## config.mk

```make
export PLATFORM = sky130hd
export DESIGN_NAME = swz_remap
export DESIGN_NICKNAME = d
export VERILOG_FILES = /design/src/rtl/swz_pkg.sv /design/src/rtl/swz_ctrl.sv /design/src/rtl/swz_path.sv /design/src/rtl/swz_remap.sv
export SDC_FILE = /design/constraint.sdc
export NUM_CORES = 1
export LEC_CHECK = 0
export BUFFER_PORTS_ARGS = -buffer_cell sky130_fd_sc_hd__buf_2
export CAP_MARGIN = 20
export CORE_MARGIN = 10
export CORE_UTILIZATION = 53
export CTS_BUF_LIST = sky130_fd_sc_hd__clkbuf_8
export DETAILED_ROUTE_END_ITERATION = 10
export PLACE_DENSITY = 0.81
export RECOVER_POWER = 50
export SLEW_MARGIN = 20
export SYNTH_ARGS = -nofsm -noshare
export SYNTH_HDL_FRONTEND = slang
export SYNTH_HIERARCHICAL = 1
export SYNTH_SLANG_ARGS = --single-unit
```

## constraint.sdc

```tcl
create_clock -name clk -period 1.05 [get_ports clk]
set_input_delay 0.1575 -clock clk [delete_from_list [all_inputs] [get_ports clk]]
set_output_delay 0.1575 -clock clk [all_outputs]
set_load 0.02 [all_outputs]
```

## src/rtl/swz_pkg.sv

```systemverilog
package swz_pkg;
  // fixed geometry: 16-byte chunks, 8 rows per atom, up to 8 chunks per row
  localparam int CHUNK_LOG = 4;
  localparam int ROW_W     = 3;
  localparam int COL_W     = CHUNK_LOG + ROW_W;

  typedef enum logic [1:0] {
    SWZ_NONE = 2'd0,
    SWZ_32   = 2'd1,
    SWZ_64   = 2'd2,
    SWZ_128  = 2'd3
  } swzMode_e;

  // strobes from control to datapath
  typedef struct packed {
    logic       load;
    logic       xorEn;
    logic [2:0] rowMask;
    logic [2:0] pitchLog;
  } swzStrobe_t;
endpackage

```

## src/rtl/swz_ctrl.sv

```systemverilog
module swz_ctrl
  import swz_pkg::*;
#(
  parameter int TILE_W = 10
) (
  input  logic              clk,
  input  logic              rstN,
  input  logic              reqValid,
  input  logic [1:0]        mode,
  input  logic [TILE_W-1:0] tileBytes,
  output swzStrobe_t        strobe,
  output logic              outValid,
  output logic              errFlag,
  output logic [1:0]        bestMode
);
  swzMode_e   modeE;
  logic [2:0] pitchLog;
  logic [2:0] rowMaskM;
  logic       illegal;
  logic [1:0] bestNext;
  logic [31:0] tileExt;
  logic [31:0] spanBytes;

  assign modeE   = swzMode_e'(mode);
  assign tileExt = 32'(tileBytes);

  always_comb begin
    case (modeE)
      SWZ_32:  begin pitchLog = 3'd5; rowMaskM = 3'd1; end
      SWZ_64:  begin pitchLog = 3'd6; rowMaskM = 3'd3; end
      SWZ_128: begin pitchLog = 3'd7; rowMaskM = 3'd7; end
      default: begin pitchLog = 3'd7; rowMaskM = 3'd0; end
    endcase
  end

  assign spanBytes = 32'd1 << pitchLog;
  assign illegal   = (modeE != SWZ_NONE) && (tileExt < spanBytes);

  always_comb begin
    if (tileExt >= 32'd128)     bestNext = 2'd3;
    else if (tileExt >= 32'd64) bestNext = 2'd2;
    else if (tileExt >= 32'd32) bestNext = 2'd1;
    else                        bestNext = 2'd0;
  end

  always_comb begin
    strobe.load     = reqValid;
    strobe.xorEn    = !illegal && (modeE != SWZ_NONE);
    strobe.rowMask  = rowMaskM;
    strobe.pitchLog = pitchLog;
  end

  always_ff @(posedge clk or negedge rstN) begin
    if (!rstN) begin
      outValid <= 1'b0;
      errFlag  <= 1'b0;
      bestMode <= 2'd0;
    end else begin
      outValid <= reqValid;
      if (reqValid) begin
        errFlag  <= illegal;
        bestMode <= bestNext;
      end
    end
  end
endmodule

```

## src/rtl/swz_path.sv

```systemverilog
module swz_path
  import swz_pkg::*;
#(
  parameter int ADDR_W  = 20,
  parameter int GROUP_W = 6
) (
  input  logic               clk,
  input  logic               rstN,
  input  swzStrobe_t         strobe,
  input  logic [ADDR_W-1:0]  base,
  input  logic [GROUP_W-1:0] group,
  input  logic [ROW_W-1:0]   row,
  input  logic [COL_W-1:0]   col,
  input  logic [ADDR_W-1:0]  invAddr,
  output logic [ADDR_W-1:0]  physAddr,
  output logic [GROUP_W-1:0] invGroup,
  output logic [ROW_W-1:0]   invRow,
  output logic [COL_W-1:0]   invCol
);
  logic [3:0]         atomLog;
  logic [COL_W:0]     spanFull;
  logic [COL_W-1:0]   colMask;
  logic [COL_W-1:0]   colM;
  logic [ROW_W-1:0]   fwdKey;
  logic [ROW_W-1:0]   physChunk;
  logic [ADDR_W-1:0]  fwdOff;
  logic [ADDR_W-1:0]  fwdAddr;
  logic [ADDR_W-1:0]  invOff;
  logic [ROW_W-1:0]   iRow;
  logic [GROUP_W-1:0] iGroup;
  logic [ROW_W-1:0]   iKey;
  logic [ROW_W-1:0]   iChunk;
  logic [COL_W-1:0]   iCol;

  assign atomLog  = {1'b0, strobe.pitchLog} + 4'd3;
  assign spanFull = (COL_W+1)'(1) << strobe.pitchLog;
  assign colMask  = COL_W'(spanFull - 1'b1);

  // forward map
  assign colM      = col & colMask;
  assign fwdKey    = strobe.xorEn ? (row & strobe.rowMask) : '0;
  assign physChunk = colM[COL_W-1:CHUNK_LOG] ^ fwdKey;
  assign fwdOff    = (ADDR_W'(group) << atomLog)
                   + (ADDR_W'(row) << strobe.pitchLog)
                   + ADDR_W'({physChunk, colM[CHUNK_LOG-1:0]});
  assign fwdAddr   = base + fwdOff;

  // inverse map
  assign invOff = invAddr - base;
  assign iRow   = ROW_W'(invOff >> strobe.pitchLog);
  assign iGroup = GROUP_W'(invOff >> atomLog);
  assign iKey   = strobe.xorEn ? (iRow & strobe.rowMask) : '0;
  assign iChunk = (invOff[COL_W-1:CHUNK_LOG] & colMask[COL_W-1:CHUNK_LOG]) ^ iKey;
  assign iCol   = {iChunk, invOff[CHUNK_LOG-1:0]};

  always_ff @(posedge clk or negedge rstN) begin
    if (!rstN) begin
      physAddr <= '0;
      invGroup <= '0;
      invRow   <= '0;
      invCol   <= '0;
    end else if (strobe.load) begin
      physAddr <= fwdAddr;
      invGroup <= iGroup;
      invRow   <= iRow;
      invCol   <= iCol;
    end
  end
endmodule

```

## src/rtl/swz_remap.sv

```systemverilog
module swz_remap
  import swz_pkg::*;
#(
  parameter int ADDR_W  = 20,
  parameter int GROUP_W = 6,
  parameter int TILE_W  = 10
) (
  input  logic               clk,
  input  logic               rstN,
  input  logic               reqValid,
  input  logic [1:0]         mode,
  input  logic [TILE_W-1:0]  tileBytes,
  input  logic [ADDR_W-1:0]  base,
  input  logic [GROUP_W-1:0] group,
  input  logic [2:0]         row,
  input  logic [6:0]         col,
  input  logic [ADDR_W-1:0]  invAddr,
  output logic               outValid,
  output logic [ADDR_W-1:0]  physAddr,
  output logic               errFlag,
  output logic [1:0]         bestMode,
  output logic [GROUP_W-1:0] invGroup,
  output logic [2:0]         invRow,
  output logic [6:0]         invCol
);
  swzStrobe_t strobe;

  swz_ctrl #(.TILE_W(TILE_W)) ctrlI (
    .clk(clk), .rstN(rstN), .reqValid(reqValid), .mode(mode),
    .tileBytes(tileBytes), .strobe(strobe), .outValid(outValid),
    .errFlag(errFlag), .bestMode(bestMode)
  );

  swz_path #(.ADDR_W(ADDR_W), .GROUP_W(GROUP_W)) pathI (
    .clk(clk), .rstN(rstN), .strobe(strobe), .base(base), .group(group),
    .row(row), .col(col), .invAddr(invAddr), .physAddr(physAddr),
    .invGroup(invGroup), .invRow(invRow), .invCol(invCol)
  );
endmodule

```

-- Word level (Yosys, flattened, before mapping)
Index checks and enable logic that the tools add are counted.
- register bits: 40
- bits in latches: 0
- memory bits (writable): 0
- memory bits (read-only): 0
- logic and storage cells: 43
- memories kept: 0
- add/subtract/negate cells: 6
- multiply operators: 0
- divide/modulo/power cells: 0
- magnitude comparators: 4
- eq/ne operators: 3
- shift-type cells: 6
- mux-type cells: 7
- bitwise operators: 6
- reduce and logical (&&, ||, !) cells: 4
- operator list (cell ; number):
    20-bit adder ; 2
    10-bit by 32-bit < comparator with 1-bit output ; 1
    1-bit by 3-bit << shifter with 32-bit output (first input constant) ; 1
    20-bit by 7-bit adder with 20-bit output ; 1
    3-bit by 3-bit << shifter with 20-bit output ; 1
    6-bit by 4-bit << shifter with 20-bit output ; 1
    20-bit by 3-bit >> shifter with 3-bit output ; 1
    20-bit by 4-bit >> shifter with 6-bit output ; 1
    20-bit subtractor ; 1
    10-bit by 6-bit greater-or-equal comparator with 1-bit output (second input constant) ; 1
    10-bit by 7-bit greater-or-equal comparator with 1-bit output (second input constant) ; 1
    10-bit by 8-bit greater-or-equal comparator with 1-bit output (second input constant) ; 1
    3-bit AND ; 3
    3-bit case mux with 3 select lines ; 1
    7-bit AND ; 1
    1-bit by 3-bit << shifter with 7-bit output (first input constant) ; 1
    7-bit by 1-bit subtractor with 7-bit output (second input constant) ; 1
    3-bit two-way mux ; 2
    3-bit XOR ; 2
    3-bit by 2-bit adder with 4-bit output (second input constant) ; 1
    2-bit equality test (second input constant) ; 2
    2-bit two-way mux ; 2
    2-bit case mux with 2 select lines ; 1
    2-bit by 1-bit equality test with 1-bit output (second input constant) ; 1
    4 further kinds ; 5

-- Longest topological paths before layout
Gate-level depths: netlist of run 1.
- depth after elaboration: 11
- gate-level depth with buffers: 27

-- Cells and area by module
Netlist of run 1, hierarchy kept.
- modules (own cells, without submodules) (module ; times used ; cells each ; area an instance (µm²)):
    swz_path ; 1 ; 602 ; 4957.3
    swz_ctrl ; 1 ; 37 ; 364.1

-- Worst setup path after synthesis of run 1
No wires, ideal clock.
- kind: input to register
- from: input mode[0]
- to: register pathI.physAddr[17]
- library setup time: 125 ps
- data arrival time: 5021 ps
- setup slack: -4096 ps
- cell stages on the path: 24
- path buffers: 3
- cell sequence: inv_1 ha_1 inv_1 clkbuf_1 inv_1 clkbuf_1 ha_1 clkbuf_1 mux2_2 nor2_1 a21oi_1 a21oi_1 o22ai_1 fa_1 ha_1 ha_1 and3_1 nand4_1 nand2_1 a41oi_1 a41o_1 o21ai_0 xor2_1 mux2_2
- RTL lines (item ; RTL line ; source):
    start, declared ; swz_remap.sv:11 ; input logic [1:0] mode,
    end signal, assigned ; swz_path.sv:63 ; physAddr <= fwdAddr;
    end, declared ; swz_path.sv:15 ; output logic [ADDR_W-1:0] physAddr,

==> results.cfg, run 1 <==
[worst_setup_path]
rrSetupSlack_ps = 80
cp.required_ps = 1260
cp_max_fo = 4
critPathCapture = pathI/physAddr[16]
crit_path_end_kind = register
r2r-start = pathI/invGroup[5]
r2r_end = pathI/invGroup[5]
cp.arrival_ps = 4540
r2r_cells = 4
start_kind = input port
worstSetupPathType = input port to register
critPathLaunch = mode[0]

[worst_hold_path]
min_from = tileBytes[5]
hp-class = input port to register

[clock_network]
clkTransAtPathRegs_ps = 90
clk_latency_ps = 310
cts_root_buffer = clkbuf_8
cts_tree = done
numCtsBuffers = 5
cts_htree_levels = 2
clockBufferDepth = 2
cts.sinks = 40

[timing]
hold_violations = 0
timing.final.crit_share = 4.128
fin_setup_tns_ps = -69440
fmax_ghz = 0.2307
drv_slew = 0
whs_ps = 197.9
tightestPinTransition_ps = 619.9
maxSlewHeadroom = 0.5858
fin_ws_ps = -3285
setup_violations = 38
clock_skew_ps = 0
min_period_ps = 4335
rsz0062_at_grt = true

[layout]
nets = 1103
final_util = 0.9012
fillers = 437
area_delta_synth_final_pct = 65.53
seq_area_mm2 = 0.001001
drive_above_1_share = 0.5069
fin_area_mm2 = 0.008808
multi_input_area_mm2 = 0.004828
diodes = 0

[global_routing]
grt.overflow.total = 0
track_usage = 0.2705
grt_start_max_net_pins = 41
grt_pass1_vias = 6459
antenna_found_initial = 0
grt_pass1_wl_um = 32170

[route]
num_vias = 6680
postRouteAntennaNets = 0
via_per_inst = 6.197
drt-total-wl_um = 23520
drt_iter0_drc = 579
dr.pass1.iters = 6
drc = 0
post_drt_wl_per_cell_um = 21.82

[place]
hpwlAfterDp_um = 15210
gp_congestion = 1.011
place_area_mm2 = 0.007676
port_buffers = 102

[logic_synthesis]
synth_cell_types = 65
synth_nets = 798
avgSynthCellArea_um2 = 8.328
syn_inst = 639
ys_seq_elements = 40
synth_edf_count = 0
yosysWarnings = 6
ys.flop_type = dfrtp_1
syn_area_mm2 = 0.005321
async_reset_ff_frac = 1.000
ys_seq_area_frac = 0.1881

[floorplanning]
ios = 111
start_util = 0.5444
die-area_mm2 = 0.01445
die_h_um = 120.2
rows = 36
core_area_mm2 = 0.009774
die_w_um = 120.2

[power]
p_per_area_mw_per_mm2 = 1340
leakage_nw = 4.333
ir_worst_vdd_v = 0.0008948
finalPower_w = 0.01181

[run]
drv_cap = 0

[run_status]
violations = negative setup slack
status = complete, but fails checks
==> cells in the final DEF, fill, tap and decap left out, types with 5 or more instances in the layout <==
master,count
mux2i_1,9
inv_1,44
buf_2,78
nor2_1,42
a31oi_1,8
xor2_1,9
dfrtp_1,40
buf_4,206
mux4_2,6
a21oi_2,12
o211ai_1,9
o22ai_1,5
o21ai_0,14
clkbuf_8,5
o21a_1,14
and3_1,7
nor2b_1,7
o21ai_1,14
ha_1,47
or2_2,5
nand2_1,57
mux2_4,11
a21o_1,13
nor3_1,17
ha_4,21
a21oi_1,24
mux2_2,6
nand3_1,17
buf_6,32
xnor2_1,11
fa_1,16
==> metal layers <==
metal  track usage  wire [um]  up-vias
met3       0.04653       2061      151
met2        0.4907      11950      468
met1        0.3058       8219     3155
met4        0.1146       1288        0
li1              -          -     2906
met5             0          0        -
==> worst min path at each step <==
| stage | to | depth (start not counted) |
|---|---|---|
| after floorplan | ctrlI/bestMode[0] | 0 |
| after global placement | pathI/physAddr[16] | 2 |
| after detailed placement | pathI/physAddr[18] | 2 |
| after CTS | ctrlI/bestMode[1] | 3 |
| after global routing | ctrlI/bestMode[1] | 3 |
| final | ctrlI/bestMode[0] | 3 |
==> through the flow <==
stage                     std cells  worst slack (ps)
final                          1078             -3285
after CTS                      1052             -3059
after floorplan                 639             -3203
after detailed placement       1029             -3575
after global routing           1078             -3416
after global placement         1029             -3406
==> registers in the layout (all words and copies together), names as in the netlist <==
signal / count
pathI/physAddr: 20
ctrlI/outValid: 1
pathI/invGroup: 6
ctrlI/errFlag: 1
pathI/invCol: 7
ctrlI/bestMode: 2
pathI/invRow: 3
==> synth_stat cells, drive strengths merged, types with 6 or more instances <==
library cell   n  area share
inv           56       0.040
mux2i          9       0.017
mux4           6       0.025
nand3         20       0.019
nor3          20       0.019
o21a          14       0.020
o31ai          7       0.012
a21oi         37       0.036
a31oi          8      0.0094
a21o          14       0.020
mux2          17       0.036
o22ai          7      0.0082
xnor2         17       0.028
ha            70        0.16
dfrtp         40        0.19
o21ai         33       0.031
nand2         63       0.044
clkbuf        19       0.013
nor2b          9       0.011
and3           8      0.0094
buf            8      0.0075
nor2          48       0.034
fa            18       0.068
o211ai         9       0.013
xor2          12       0.020
==> worst max-delay path, cell delays in order <==
cell and delay [ps]:
buf_12 130, inv_12 50, ha_4 150, nand2_4 50
ha_4 250, o21a_1 120, o211ai_1 120, a21oi_2 250
nand3_1 140, xor2_1 180, fa_1 510, inv_1 60
fa_1 520, inv_2 60, ha_4 250, a21o_1 200
a21oi_2 160, a311oi_2 140, o211ai_1 210, buf_4 170
buf_6 90, nand3_2 60, a21oi_2 150, xnor2_1 90
mux2_4 260
==> kinds of logic after synthesis <==
kind of cell,after synthesis,share of synthesized area
fa+ha+maj,88,0.2323
flops,40,0.1881
mux,32,0.07830
xor+xnor,29,0.04773
other cells,1,0.0007047
compound gates,171,0.2238
simple gates,195,0.1686
buf+inv,83,0.06043
==> timing repair <==
item                       4_1_cts  5_1_grt
hold endpoints to repair        40        0
setup buffers                   15       27
setup endpoints to repair       43       62
gates resized for setup        108       56
hold buffers                     1        0
cloned                           0        1
pin swaps                       54       27
==> where the power goes <==
part           switching, W  leakage, nW  internal [W]
combinational       0.00421         3.81       0.00419
sequential         0.000302        0.473       0.00196
clock              0.000668       0.0479      0.000465
==> final cells by class <==
type	instances	area share
Multi-Input combinational cell	516	0.5482
Clock inverter	3	0.002131
Tap cell	133	0.01889
Clock buffer	5	0.007812
Sequential cell	40	0.1136
Timing Repair Buffer	325	0.2790
Inverter	56	0.03040
Power figures use the tool's default switching activity.
==> inputs of run 2 (changes only) <==
--- a/config.mk
+++ b/config.mk
@@ -5,13 +5,14 @@
 export SDC_FILE = /design/constraint.sdc
 export NUM_CORES = 1
 export LEC_CHECK = 0
+export ABC_AREA = 1
 export BUFFER_PORTS_ARGS = -buffer_cell sky130_fd_sc_hd__buf_2
 export CAP_MARGIN = 20
 export CORE_MARGIN = 10
 export CORE_UTILIZATION = 53
 export CTS_BUF_LIST = sky130_fd_sc_hd__clkbuf_8
 export DETAILED_ROUTE_END_ITERATION = 10
-export PLACE_DENSITY = 0.81
+export PLACE_DENSITY = 0.8
 export RECOVER_POWER = 50
 export SLEW_MARGIN = 20
 export SYNTH_ARGS = -nofsm -noshare
==> run 2 against run 1 <==
Against the previous run: the run ends with design-rule violations, negative setup slack left; first-iteration DRC count grew to 2.9 times the previous value; wire length increased by 34%; utilization down 1.2 points; area after synthesis rose by 5.8%; die area increased by 4.8%; fmax increased by 1.8%; non-clock buffer count down 28; total power up 18%; clock power rose by 34%; combinational power increased by 21%.
==> results.cfg, run 2 <==
[timing]
drv_slew = 0
setup_violations = 54
tightestPinTransition_ps = 614.8
maxSlewHeadroom = 0.5901
fmax_ghz = 0.2348
hold_violations = 0
timing.final.crit_share = 4.056
clock_skew_ps = 0
fin_ws_ps = -3209
fin_setup_tns_ps = -67200
rsz0062_at_grt = true
min_period_ps = 4259

[logic_synthesis]
ys_seq_elements = 40
ys_seq_area_frac = 0.1779
yosysMostFrequentCell = nand2_1
synth_edf_count = 0
ys.flop_type = dfrtp_1
synth_area_leaders = dfrtp_1 18%, ha_1 16%, nand2_1 15%, nand3_1 7.6%, inv_1 6.7%
yosysWarnings = 6
netlist.area_leader.share = 0.1779
syn_inst = 835
syn_area_mm2 = 0.005628
avgSynthCellArea_um2 = 6.740
synthTopCellsByCount = 230 x nand2_1, 100 x inv_1, 86 x nand3_1, 70 x ha_1, 58 x nor2_1
async_reset_ff_frac = 1.000
synth_top_area_cell = dfrtp_1
synth_cell_types = 44
synth_nets = 994

[power]
p_per_area_mw_per_mm2 = 1516
finalPower_w = 0.01392
leakage_nw = 4.828
ir_worst_vdd_v = 0.001309

[worst_setup_path]
cp.required_ps = 1280
start_kind = input port
crit_path_end_kind = register
cp_max_fo = 6
rrSetupSlack_ps = 190
cp.arrival_ps = 4490
r2r_end = pathI/invGroup[2]
r2r_cells = 3
worstSetupPathType = input port to register
r2r-start = pathI/invGroup[2]

[layout]
fin_area_mm2 = 0.009181
final_util = 0.8893
nets = 1272
area_delta_synth_final_pct = 63.14
instances_no_fill = 1250
largest_reg_flops = 20
final_common_cell = nand2_1
final_cell_mix = 179 x nand2_1, 159 x buf_4, 93 x buf_2, 77 x inv_1, 54 x ha_1
top_register = pathI/physAddr
drive_above_1_share = 0.4865
diodes = 0
largestRegisters = pathI/physAddr: 20 flops, pathI/invCol: 7 flops, pathI/invGroup: 6 flops
fillers = 406

[route]
post_drt_wl_per_cell_um = 25.18
num_vias = 8319
dr.pass1.iters = 11
drt-total-wl_um = 31470
drt_iter0_drc = 1700
drc = 21
postRouteAntennaNets = 0
via_per_inst = 6.655

[global_routing]
grt_pass1_vias = 7195
met1_usage = 0.3179
grt_util_met3 = 0.05333
grt_start_max_net_pins = 32
top_usage_layer = met2
grtUsageMet2 = 0.4786
grt.overflow.total = 0
grt_pass1_wl_um = 34760
antenna_found_initial = 0
track_usage = 0.2859

[worst_hold_path]
hp-class = input port to register
min_path_cells = 1
min_to = ctrlI/outValid
min_from = reqValid

[clock_network]
clkTransAtPathRegs_ps = 90
cts_root_buffer = clkbuf_8
cts.sinks = 40
numCtsBuffers = 5
clockBufferDepth = 2
clk_latency_ps = 330
cts_htree_levels = 2
cts_tree = done

[floorplanning]
die_w_um = 123.0
rows = 37
die-area_mm2 = 0.01514
start_util = 0.5451
die_h_um = 123.0
core_area_mm2 = 0.01032
ios = 111

[run_status]
status = complete, but fails checks
violations = design-rule violations, negative setup slack

[place]
gp_congestion = 0.9452
port_buffers = 102
place_area_mm2 = 0.007641
place_inst = 1201
hpwlAfterDp_um = 14980

[run]
drv_cap = 0
[run 2: per-layer routing]
layer,share of wire,vias up
met5,0.00029,-
met3,0.14,363
met1,0.32,3749
met4,0.10,2
met2,0.43,925
li1,-,3280
[run 2: per-stage QoR]
stage	hold WS, ps	worst slack, ps
after floorplan	-138.1	-2787
after global placement	31.89	-3069
after detailed placement	30.24	-3125
after CTS	33.73	-2673
after global routing	13.62	-3316
final	19.97	-3209
[run 2: final cells by class]
type | instances | area [um2] | area share
Sequential cell | 40 | 1001 | 0.1090
Clock buffer | 7 | 96.34 | 0.01049
Inverter | 106 | 465.4 | 0.05069
Clock inverter | 1 | 30.03 | 0.003271
Timing Repair Buffer | 297 | 2225 | 0.2423
Multi-Input combinational cell | 663 | 5194 | 0.5657
Tap cell | 136 | 170.2 | 0.01853
[run 2: report_power, final]
part | leakage (nW) | total [W] | switching [W] | internal [W]
Sequential | 0.478 | 0.00219 | 0.000255 | 0.00193
Clock | 0.0645 | 0.00151 | 0.000675 | 0.000840
Combinational | 4.28 | 0.0102 | 0.00592 | 0.00430
Total | 4.83 | 0.0139 | 0.00685 | 0.00707
[run 2: cells by family (layout without fill, tap and decap cells)]
logic type,Yosys count,after routing,share of synthesized area
other cells,1,1,0.0006663
mux,1,1,0.001779
simple gates,436,436,0.3479
compound gates,113,113,0.1152
buf+inv,132,411,0.09826
xor+xnor,24,24,0.03868
flops,40,40,0.1779
fa+ha+maj,88,88,0.2197
[run 2: worst max-delay path by stage]
stage | cells after the start | start | endpoint | slack (ps)
floorplan | 29 | mode[1] | pathI/physAddr[15] | -2790
global placement | 21 | mode[0] | pathI/physAddr[19] | -3070
detailed placement | 21 | mode[0] | pathI/physAddr[14] | -3120
CTS | 28 | mode[0] | pathI/physAddr[15] | -2670
global route | 24 | mode[0] | pathI/physAddr[18] | -3320
finish | 23 | mode[0] | pathI/physAddr[19] | -3210
[run 2: worst max-delay path, stage by stage]
cell,delay (ps)
buf_12,110
inv_8,40
ha_4,170
inv_4,90
clkinv_4,80
buf_6,130
ha_4,170
xor2_4,200
buf_6,160
buf_4,120
a31oi_1,150
nor2_1,380
fa_1,610
ha_1,270
ha_1,330
a21oi_1,370
o21a_1,250
nand2_2,80
nand2_2,70
nand3_2,90
or2_1,260
nand3_1,100
nand2_1,60
[run 2: timing repair]
action | CTS | global route
pin swaps | 70 | 87
resized for setup | 122 | 129
setup buffers | 20 | 21
hold endpoints to repair | 40 | 0
endpoints found under the setup margin | 36 | 40
gates cloned | 0 | 1
hold buffers | 1 | 0
